### config.mk
export PLATFORM = sky130hd
export DESIGN_NAME = evt_irq_aggregator
export DESIGN_NICKNAME = d
export VERILOG_FILES = /design/src/rtl/evt_irq_pkg.sv /design/src/rtl/evt_irq_ctrl.sv /design/src/rtl/evt_irq_coalescer.sv /design/src/rtl/evt_irq_datapath.sv /design/src/rtl/evt_irq_aggregator.sv
export SDC_FILE = /design/constraint.sdc
export NUM_CORES = 1
export LEC_CHECK = 0
export BUFFER_PORTS_ARGS = -buffer_cell sky130_fd_sc_hd__buf_2
export CAP_MARGIN = 20
export CORE_UTILIZATION = 40
export CTS_BUF_LIST = sky130_fd_sc_hd__clkbuf_16
export DETAILED_ROUTE_END_ITERATION = 16
export GPL_TIMING_DRIVEN = 0
export MAX_ROUTING_LAYER = met4
export SLEW_MARGIN = 20
export SYNTH_ARGS = -nofsm -noshare
export SYNTH_HDL_FRONTEND = slang
export SYNTH_HIERARCHICAL = 1
export SYNTH_SLANG_ARGS = --single-unit
### constraint.sdc
create_clock -name clk -period 1.5 [get_ports clk]
set_input_delay 0.15 -clock clk [delete_from_list [all_inputs] [get_ports clk]]
set_output_delay 0.15 -clock clk [all_outputs]
set_load 0.02 [all_outputs]
### src/rtl/evt_irq_pkg.sv
package evt_irq_pkg;

  localparam int ADDR_W = 3;

  localparam logic [ADDR_W-1:0] A_DMA_STS  = 3'd0;
  localparam logic [ADDR_W-1:0] A_DMA_EN   = 3'd1;
  localparam logic [ADDR_W-1:0] A_PORT_STS = 3'd2;
  localparam logic [ADDR_W-1:0] A_PORT_EN  = 3'd3;
  localparam logic [ADDR_W-1:0] A_MODE     = 3'd4;

  typedef enum logic [1:0] {
    CO_EVERY1 = 2'd0,
    CO_EVERY2 = 2'd1,
    CO_EVERY4 = 2'd2,
    CO_RSVD   = 2'd3
  } coalMode_e;

  // strobes from control decode into the datapath
  typedef struct packed {
    logic dmaClrWr;
    logic dmaEnWr;
    logic portClrWr;
    logic portEnWr;
    logic modeWr;
  } regStrb_t;

  // last count value before a latch for a given mode; reserved acts as every-1
  function automatic logic [1:0] coalLimit(input logic [1:0] mode);
    case (coalMode_e'(mode))
      CO_EVERY2: return 2'd1;
      CO_EVERY4: return 2'd3;
      default:   return 2'd0;
    endcase
  endfunction

endpackage

### src/rtl/evt_irq_ctrl.sv
module evt_irq_ctrl
  import evt_irq_pkg::*;
(
  input  logic              wrEn,
  input  logic [ADDR_W-1:0] addr,
  output regStrb_t          strb
);

  always_comb begin
    strb           = '0;
    strb.dmaClrWr  = wrEn && (addr == A_DMA_STS);
    strb.dmaEnWr   = wrEn && (addr == A_DMA_EN);
    strb.portClrWr = wrEn && (addr == A_PORT_STS);
    strb.portEnWr  = wrEn && (addr == A_PORT_EN);
    strb.modeWr    = wrEn && (addr == A_MODE);
  end

endmodule

### src/rtl/evt_irq_coalescer.sv
module evt_irq_coalescer
  import evt_irq_pkg::*;
(
  input  logic       clk,
  input  logic       rstN,
  input  logic       evt,
  input  logic       stsBit,
  input  logic       clrBit,
  input  logic       modeWr,
  input  logic [1:0] mode,
  output logic       setOut
);

  logic [1:0] cnt;
  logic [1:0] limit;
  logic       accept;

  assign limit  = coalLimit(mode);
  // lockout unless the bit is being cleared this cycle; mode write drops events
  assign accept = evt && (!stsBit || clrBit) && !modeWr;
  assign setOut = accept && (cnt == limit);

  always_ff @(posedge clk) begin
    if (!rstN) begin
      cnt <= '0;
    end else if (modeWr) begin
      cnt <= '0;
    end else if (accept) begin
      cnt <= (cnt == limit) ? 2'd0 : cnt + 2'd1;
    end
  end

endmodule

### src/rtl/evt_irq_datapath.sv
module evt_irq_datapath
  import evt_irq_pkg::*;
#(
  parameter int NUM_DMA = 10,
  parameter int NUM_SER = 4,
  parameter int NUM_SPD = 2,
  parameter int DATA_W  = 32,
  localparam int PORT_W = 2*NUM_SER + 3*NUM_SPD,
  localparam int MODE_W = 2*(1 + NUM_SPD)
)(
  input  logic               clk,
  input  logic               rstN,
  input  regStrb_t           strb,
  input  logic [ADDR_W-1:0]  addr,
  input  logic [DATA_W-1:0]  wrData,
  input  logic [NUM_DMA-1:0] dmaEvt,
  input  logic [PORT_W-1:0]  portEvt,
  output logic [DATA_W-1:0]  rdData,
  output logic [NUM_DMA-1:0] dmaSts,
  output logic [NUM_DMA-1:0] dmaEn,
  output logic [PORT_W-1:0]  portSts,
  output logic [PORT_W-1:0]  portEn,
  output logic               irq
);

  logic [NUM_DMA-1:0] dmaClr;
  logic [NUM_DMA-1:0] dmaSet;
  logic [NUM_DMA-1:0] dmaEnVal;
  logic [PORT_W-1:0]  portClr;
  logic [PORT_W-1:0]  portSet;
  logic [MODE_W-1:0]  modeReg;
  logic [DATA_W-1:0]  dmaStsRd;
  logic [DATA_W-1:0]  dmaEnRd;
  logic               unusedWr;

  assign unusedWr = ^wrData;

  // DMA channel n lives at even bit 2n of its words
  genvar n;
  for (n = 0; n < NUM_DMA; n++) begin : g_dma
    assign dmaClr[n]       = strb.dmaClrWr && wrData[2*n];
    assign dmaEnVal[n]     = wrData[2*n];
    assign dmaStsRd[2*n]   = dmaSts[n];
    assign dmaStsRd[2*n+1] = 1'b0;
    assign dmaEnRd[2*n]    = dmaEn[n];
    assign dmaEnRd[2*n+1]  = 1'b0;
  end
  if (DATA_W > 2*NUM_DMA) begin : g_dma_pad
    assign dmaStsRd[DATA_W-1:2*NUM_DMA] = '0;
    assign dmaEnRd[DATA_W-1:2*NUM_DMA]  = '0;
  end

  assign dmaSet  = dmaEvt & (~dmaSts | dmaClr);
  assign portClr = strb.portClrWr ? wrData[PORT_W-1:0] : '0;

  // one coalescer per port status bit, mode taken from the bit's group
  genvar b;
  for (b = 0; b < PORT_W; b++) begin : g_port
    localparam int GRP = (b < 2*NUM_SER) ? 0 : 1 + ((b - 2*NUM_SER) % NUM_SPD);
    evt_irq_coalescer u_coal (
      .clk    (clk),
      .rstN   (rstN),
      .evt    (portEvt[b]),
      .stsBit (portSts[b]),
      .clrBit (portClr[b]),
      .modeWr (strb.modeWr),
      .mode   (modeReg[2*GRP +: 2]),
      .setOut (portSet[b])
    );
  end

  always_ff @(posedge clk) begin
    if (!rstN) begin
      dmaSts  <= '0;
      dmaEn   <= '0;
      portSts <= '0;
      portEn  <= '0;
      modeReg <= '0;
      irq     <= 1'b0;
    end else begin
      dmaSts  <= dmaSet | (dmaSts & ~dmaClr);
      portSts <= portSet | (portSts & ~portClr);
      if (strb.dmaEnWr)  dmaEn   <= dmaEnVal;
      if (strb.portEnWr) portEn  <= wrData[PORT_W-1:0];
      if (strb.modeWr)   modeReg <= wrData[MODE_W-1:0];
      irq <= (|(dmaSts & dmaEn)) || (|(portSts & portEn));
    end
  end

  always_comb begin
    case (addr)
      A_DMA_STS:  rdData = dmaStsRd;
      A_DMA_EN:   rdData = dmaEnRd;
      A_PORT_STS: rdData = {{(DATA_W-PORT_W){1'b0}}, portSts};
      A_PORT_EN:  rdData = {{(DATA_W-PORT_W){1'b0}}, portEn};
      A_MODE:     rdData = {{(DATA_W-MODE_W){1'b0}}, modeReg};
      default:    rdData = '0;
    endcase
  end

endmodule

### src/rtl/evt_irq_aggregator.sv
module evt_irq_aggregator
  import evt_irq_pkg::*;
#(
  parameter int NUM_DMA = 10,
  parameter int NUM_SER = 4,
  parameter int NUM_SPD = 2,
  parameter int DATA_W  = 32,
  localparam int PORT_W = 2*NUM_SER + 3*NUM_SPD
)(
  input  logic               clk,
  input  logic               rstN,
  input  logic [NUM_DMA-1:0] dmaDone,
  input  logic [NUM_SER-1:0] serUnder,
  input  logic [NUM_SER-1:0] serEmpty,
  input  logic [NUM_SPD-1:0] spdUnder,
  input  logic [NUM_SPD-1:0] spdEmpty,
  input  logic [NUM_SPD-1:0] spdBlkDone,
  input  logic               wrEn,
  input  logic [ADDR_W-1:0]  addr,
  input  logic [DATA_W-1:0]  wrData,
  output logic [DATA_W-1:0]  rdData,
  output logic               irq
);

  regStrb_t           strb;
  logic [PORT_W-1:0]  portEvt;
  logic [NUM_DMA-1:0] dmaSts;
  logic [NUM_DMA-1:0] dmaEn;
  logic [PORT_W-1:0]  portSts;
  logic [PORT_W-1:0]  portEn;

  assign portEvt = {spdBlkDone, spdEmpty, spdUnder, serEmpty, serUnder};

  evt_irq_ctrl u_ctrl (
    .wrEn (wrEn),
    .addr (addr),
    .strb (strb)
  );

  evt_irq_datapath #(
    .NUM_DMA (NUM_DMA),
    .NUM_SER (NUM_SER),
    .NUM_SPD (NUM_SPD),
    .DATA_W  (DATA_W)
  ) u_dp (
    .clk     (clk),
    .rstN    (rstN),
    .strb    (strb),
    .addr    (addr),
    .wrData  (wrData),
    .dmaEvt  (dmaDone),
    .portEvt (portEvt),
    .rdData  (rdData),
    .dmaSts  (dmaSts),
    .dmaEn   (dmaEn),
    .portSts (portSts),
    .portEn  (portEn),
    .irq     (irq)
  );

endmodule

==> impl_metrics.sql <==
INSERT INTO impl_metrics (metric_group, metric, value, unit) VALUES
('pwr', 'cellLeakagePower', '2.79', 'nW'),
('logic_synthesis', 'synth.most_common_cell', 'sky130_fd_sc_hd__dfxtp_1', ''),
('pwr', 'power.density', '880', 'nW/um^2'),
('pwr', 'seq_power_share', '0.415', ''),
('logic_synthesis', 'synth_edf_count', '0', ''),
('timing', 'max_slew_violation_count', '0', ''),
('logic_synthesis', 'distinct_cells_synth', '37', ''),
('finish', 'n_fill_cell', '1215', ''),
('route', 'drcViolationCount', '0', ''),
('route', 'met2RoutedLength', '7.15', 'mm'),
('timing', 'final_hold_viol_count', '0', ''),
('pwr', 'power.ir.vdd_worst', '671', 'uV'),
('finish', 'nNetsFinal', '809', ''),
('critical_path', 'critPathBufInv', '1', ''),
('pwr', 'switching_share', '0.270', ''),
('finish', 'finalNonFillerCells', '910', ''),
('clock_network', 'worst_setup_hold_path_clk_slew', '0.06', 'ns'),
('timing', 'timing.final.setup_violations', '7', ''),
('route', 'first_pass_iteration_count_of_the_detailed_router', '5', ''),
('critical_path', 'critical_path.slowest_cell', 'sky130_fd_sc_hd__mux4_2', ''),
('global_route', 'grt_max_degree', '44', ''),
('critical_path', 'critical_path_arrival', '1.41', 'ns'),
('route', 'dr_wl_met3', '755', 'um'),
('timing', 'period_share', '1.04', ''),
('logic_synthesis', 'synth-adder-area-share', '0.0328', ''),
('route', 'wl_met1', '6.86', 'mm'),
('logic_synthesis', 'sequential_area_share_after_synthesis', '0.311', ''),
('outcome', 'status', 'finished, violations left', ''),
('logic_synthesis', 'syn_inst', '625', ''),
('global_route', 'grt_usage', '0.226', ''),
('clock_network', 'numClockSinks', '83', ''),
('pwr', 'switchingPower', '1.59', 'mW'),
('die', 'placementRows', '41', ''),
('timing', 'setup_slack', '-0.0571', 'ns'),
('clock_network', 'worstSkewPairLatency', '0.34', 'ns'),
('finish', 'final_cell_area', '6700', 'um^2'),
('clock_network', 'tritoncts', 'done', ''),
('global_route', 'antenna_found_initial', '1', ''),
('critical_path', 'timing.critical_path.fanout_max', '2', ''),
('placed_design', 'port_buffers', '64', ''),
('finish', 'synthToLayoutAreaGrowth', '25.5', '%'),
('timing', 'fmax', '642', 'MHz'),
('logic_synthesis', 'postSynthRegisterBits', '83', ''),
('die', 'initial_util', '0.416', ''),
('logic_synthesis', 'yosys.area.top_type_share', '0.311', ''),
('timing', 'fin_crit', '1.56', 'ns'),
('pwr', 'share_comb_of_total_power', '0.188', ''),
('clock_network', 'ctsHtreeMaxLevel', '3', ''),
('clock_network', 'cts_root_buffer', 'sky130_fd_sc_hd__clkbuf_16', ''),
('route', 'number_of_drc_markers_in_iteration_0', '387', ''),
('logic_synthesis', 'post_synth_main_area_contributors', 'sky130_fd_sc_hd__dfxtp_1 31%, sky130_fd_sc_hd__nor2b_1 8.1%, sky130_fd_sc_hd__mux2i_1 7.5%, sky130_fd_sc_hd__and2b_2 4.6%, sky130_fd_sc_hd__o2111ai_1 4.6%', ''),
('critical_path', 'critical_path.cell_chain', 'mux4_2 -> nor2b_4 -> buf_6', ''),
('timing', 'final_setup_skew', '0.00635', 'ns'),
('finish', 'final_core_utilization', '0.522', ''),
('clock_network', 'cts_inserted_buffers', '9', ''),
('die', 'die_height', '117', 'um'),
('outcome', 'violations', 'setup timing', ''),
('die', 'overall_die_width', '117', 'um'),
('finish', 'layout_cells_sized_above_1', '0.300', ''),
('route', 'highest_routing_layer_actually_used', 'met4', ''),
('logic_synthesis', 'netlist.top_cell.by_area', 'sky130_fd_sc_hd__dfxtp_1', ''),
('critical_path', 'required', '1.35', 'ns'),
('route', 'avgRoutedWirePerCell', '16.6', 'um'),
('placed_design', 'gp_congestion', '0.855', ''),
('route', 'route.vias.total', '4878', ''),
('logic_synthesis', 'synth_compound_gate_area_share', '0.158', ''),
('die', 'area_of_the_core', '12800', 'um^2'),
('die', 'floorplan.io_pins', '95', ''),
('logic_synthesis', 'synth_commonest_cells', '83 x sky130_fd_sc_hd__dfxtp_1, 69 x sky130_fd_sc_hd__nor2b_1, 56 x sky130_fd_sc_hd__inv_1', ''),
('logic_synthesis', 'synth.mux.area_fraction', '0.0990', ''),
('clock_network', 'ctsHoldBuffers', '0', '');
==> registers in the layout, summed over array words and instances, names as in the netlist <==
name	cells
u_dp/modeReg	6
u_dp/dmaEn	10
u_dp/portSts	14
u_dp/g_port.u_coal/cnt	28
u_dp/irq	1
u_dp/dmaSts	10
u_dp/portEn	14
==> repair_timing <==
| item | 4_1_cts | 5_1_grt |
|---|---|---|
| cloned | 0 | 1 |
| buffers inserted | 13 | 6 |
| pin swaps | 3 | 18 |
| endpoints found under the setup margin | 59 | 29 |
| resized for setup | 39 | 49 |
==> final cells by class <==
type                    instances  area (um^2)  share of cell area
flip-flops and latches         83         1710               0.256
repair buffers                 83          514              0.0768
diodes                          1         2.50            0.000374
plain buffers                  31          214              0.0320
clock inverters                 6         81.3              0.0121
clock buffers                   9          225              0.0336
well taps                     172          215              0.0321
inverters                      56          210              0.0314
multi-input cells             469         3520               0.526
==> path summary, 6_finish.rpt <==
path	startpoint	end	slack, ns	cells past startpoint
setup / recovery	u_dp/portSts[6]	rdData[6]	-0.06	3
hold / removal	dmaDone[9]	u_dp/dmaSts[9]	0.04	3
hold reg to reg	u_dp/g_port[7].u_coal/cnt[0]	u_dp/g_port[7].u_coal/cnt[0]	0.52	2
setup reg to reg	u_dp/modeReg[1]	u_dp/portSts[7]	0.02	5
==> metal layers <==
layer	global-route usage	up-vias
met4	0.0737	0
met3	0.0436	25
met5	-	-
met2	0.366	156
met1	0.282	2319
li1	-	2378
==> per-stage QoR <==
step                power [mW]  TNS, ns
global placement          3.42   -21.09
global route              6.15   -0.683
detailed placement        3.46   -23.81
floorplan                 3.16        0
CTS                       5.87   -0.383
finish                    5.89   -0.256
==> tightest hold or removal path: stages <==
cell                      delay, ns
sky130_fd_sc_hd__buf_2         0.07
sky130_fd_sc_hd__a21oi_1       0.03
sky130_fd_sc_hd__nor2b_1       0.09
==> logic make-up (layout without fill, tap and decap cells) <==
family / after synthesis / after routing
xor+xnor: 28 / 28
flops: 83 / 83
compound gates: 133 / 133
mux: 47 / 47
buf+inv: 88 / 185
simple gates: 231 / 232
other cells: 1 / 16
fa+ha+maj: 14 / 14
==> cell usage in the layout, fill, tap and decap left out, drive strengths merged, types with 2 or more instances in the layout <==
| cell type | instances |
|---|---|
| nor2b | 73 |
| and4bb | 4 |
| dfxtp | 83 |
| xor2 | 14 |
| conb | 15 |
| bufinv | 2 |
| o22ai | 3 |
| nand3 | 14 |
| o21ai | 31 |
| xnor2 | 14 |
| a22oi | 18 |
| nor2 | 5 |
| or2b | 14 |
| nand2 | 41 |
| nor3 | 3 |
| nand4 | 3 |
| ha | 14 |
| o2111ai | 28 |
| nor4 | 14 |
| mux4 | 4 |
| clkbuf | 16 |
| nand2b | 29 |
| inv | 56 |
| and2b | 29 |
| a31oi | 14 |
| clkinv | 3 |
| mux2 | 3 |
| a21oi | 38 |
| buf | 107 |
| mux2i | 40 |
==> power by group through the flow <==
stage / sequential [mW] / combinational, mW / clock [mW]
6_report: 2.44 / 1.11 / 2.34
5_1_grt: 2.46 / 1.21 / 2.48
4_1_cts: 2.45 / 1.03 / 2.39
3_5_place_dp: 2.50 / 0.954 / 0
3_3_place_gp: 2.50 / 0.928 / 0
2_1_floorplan: 2.46 / 0.699 / 0
(Power assumes the default switching activity.)
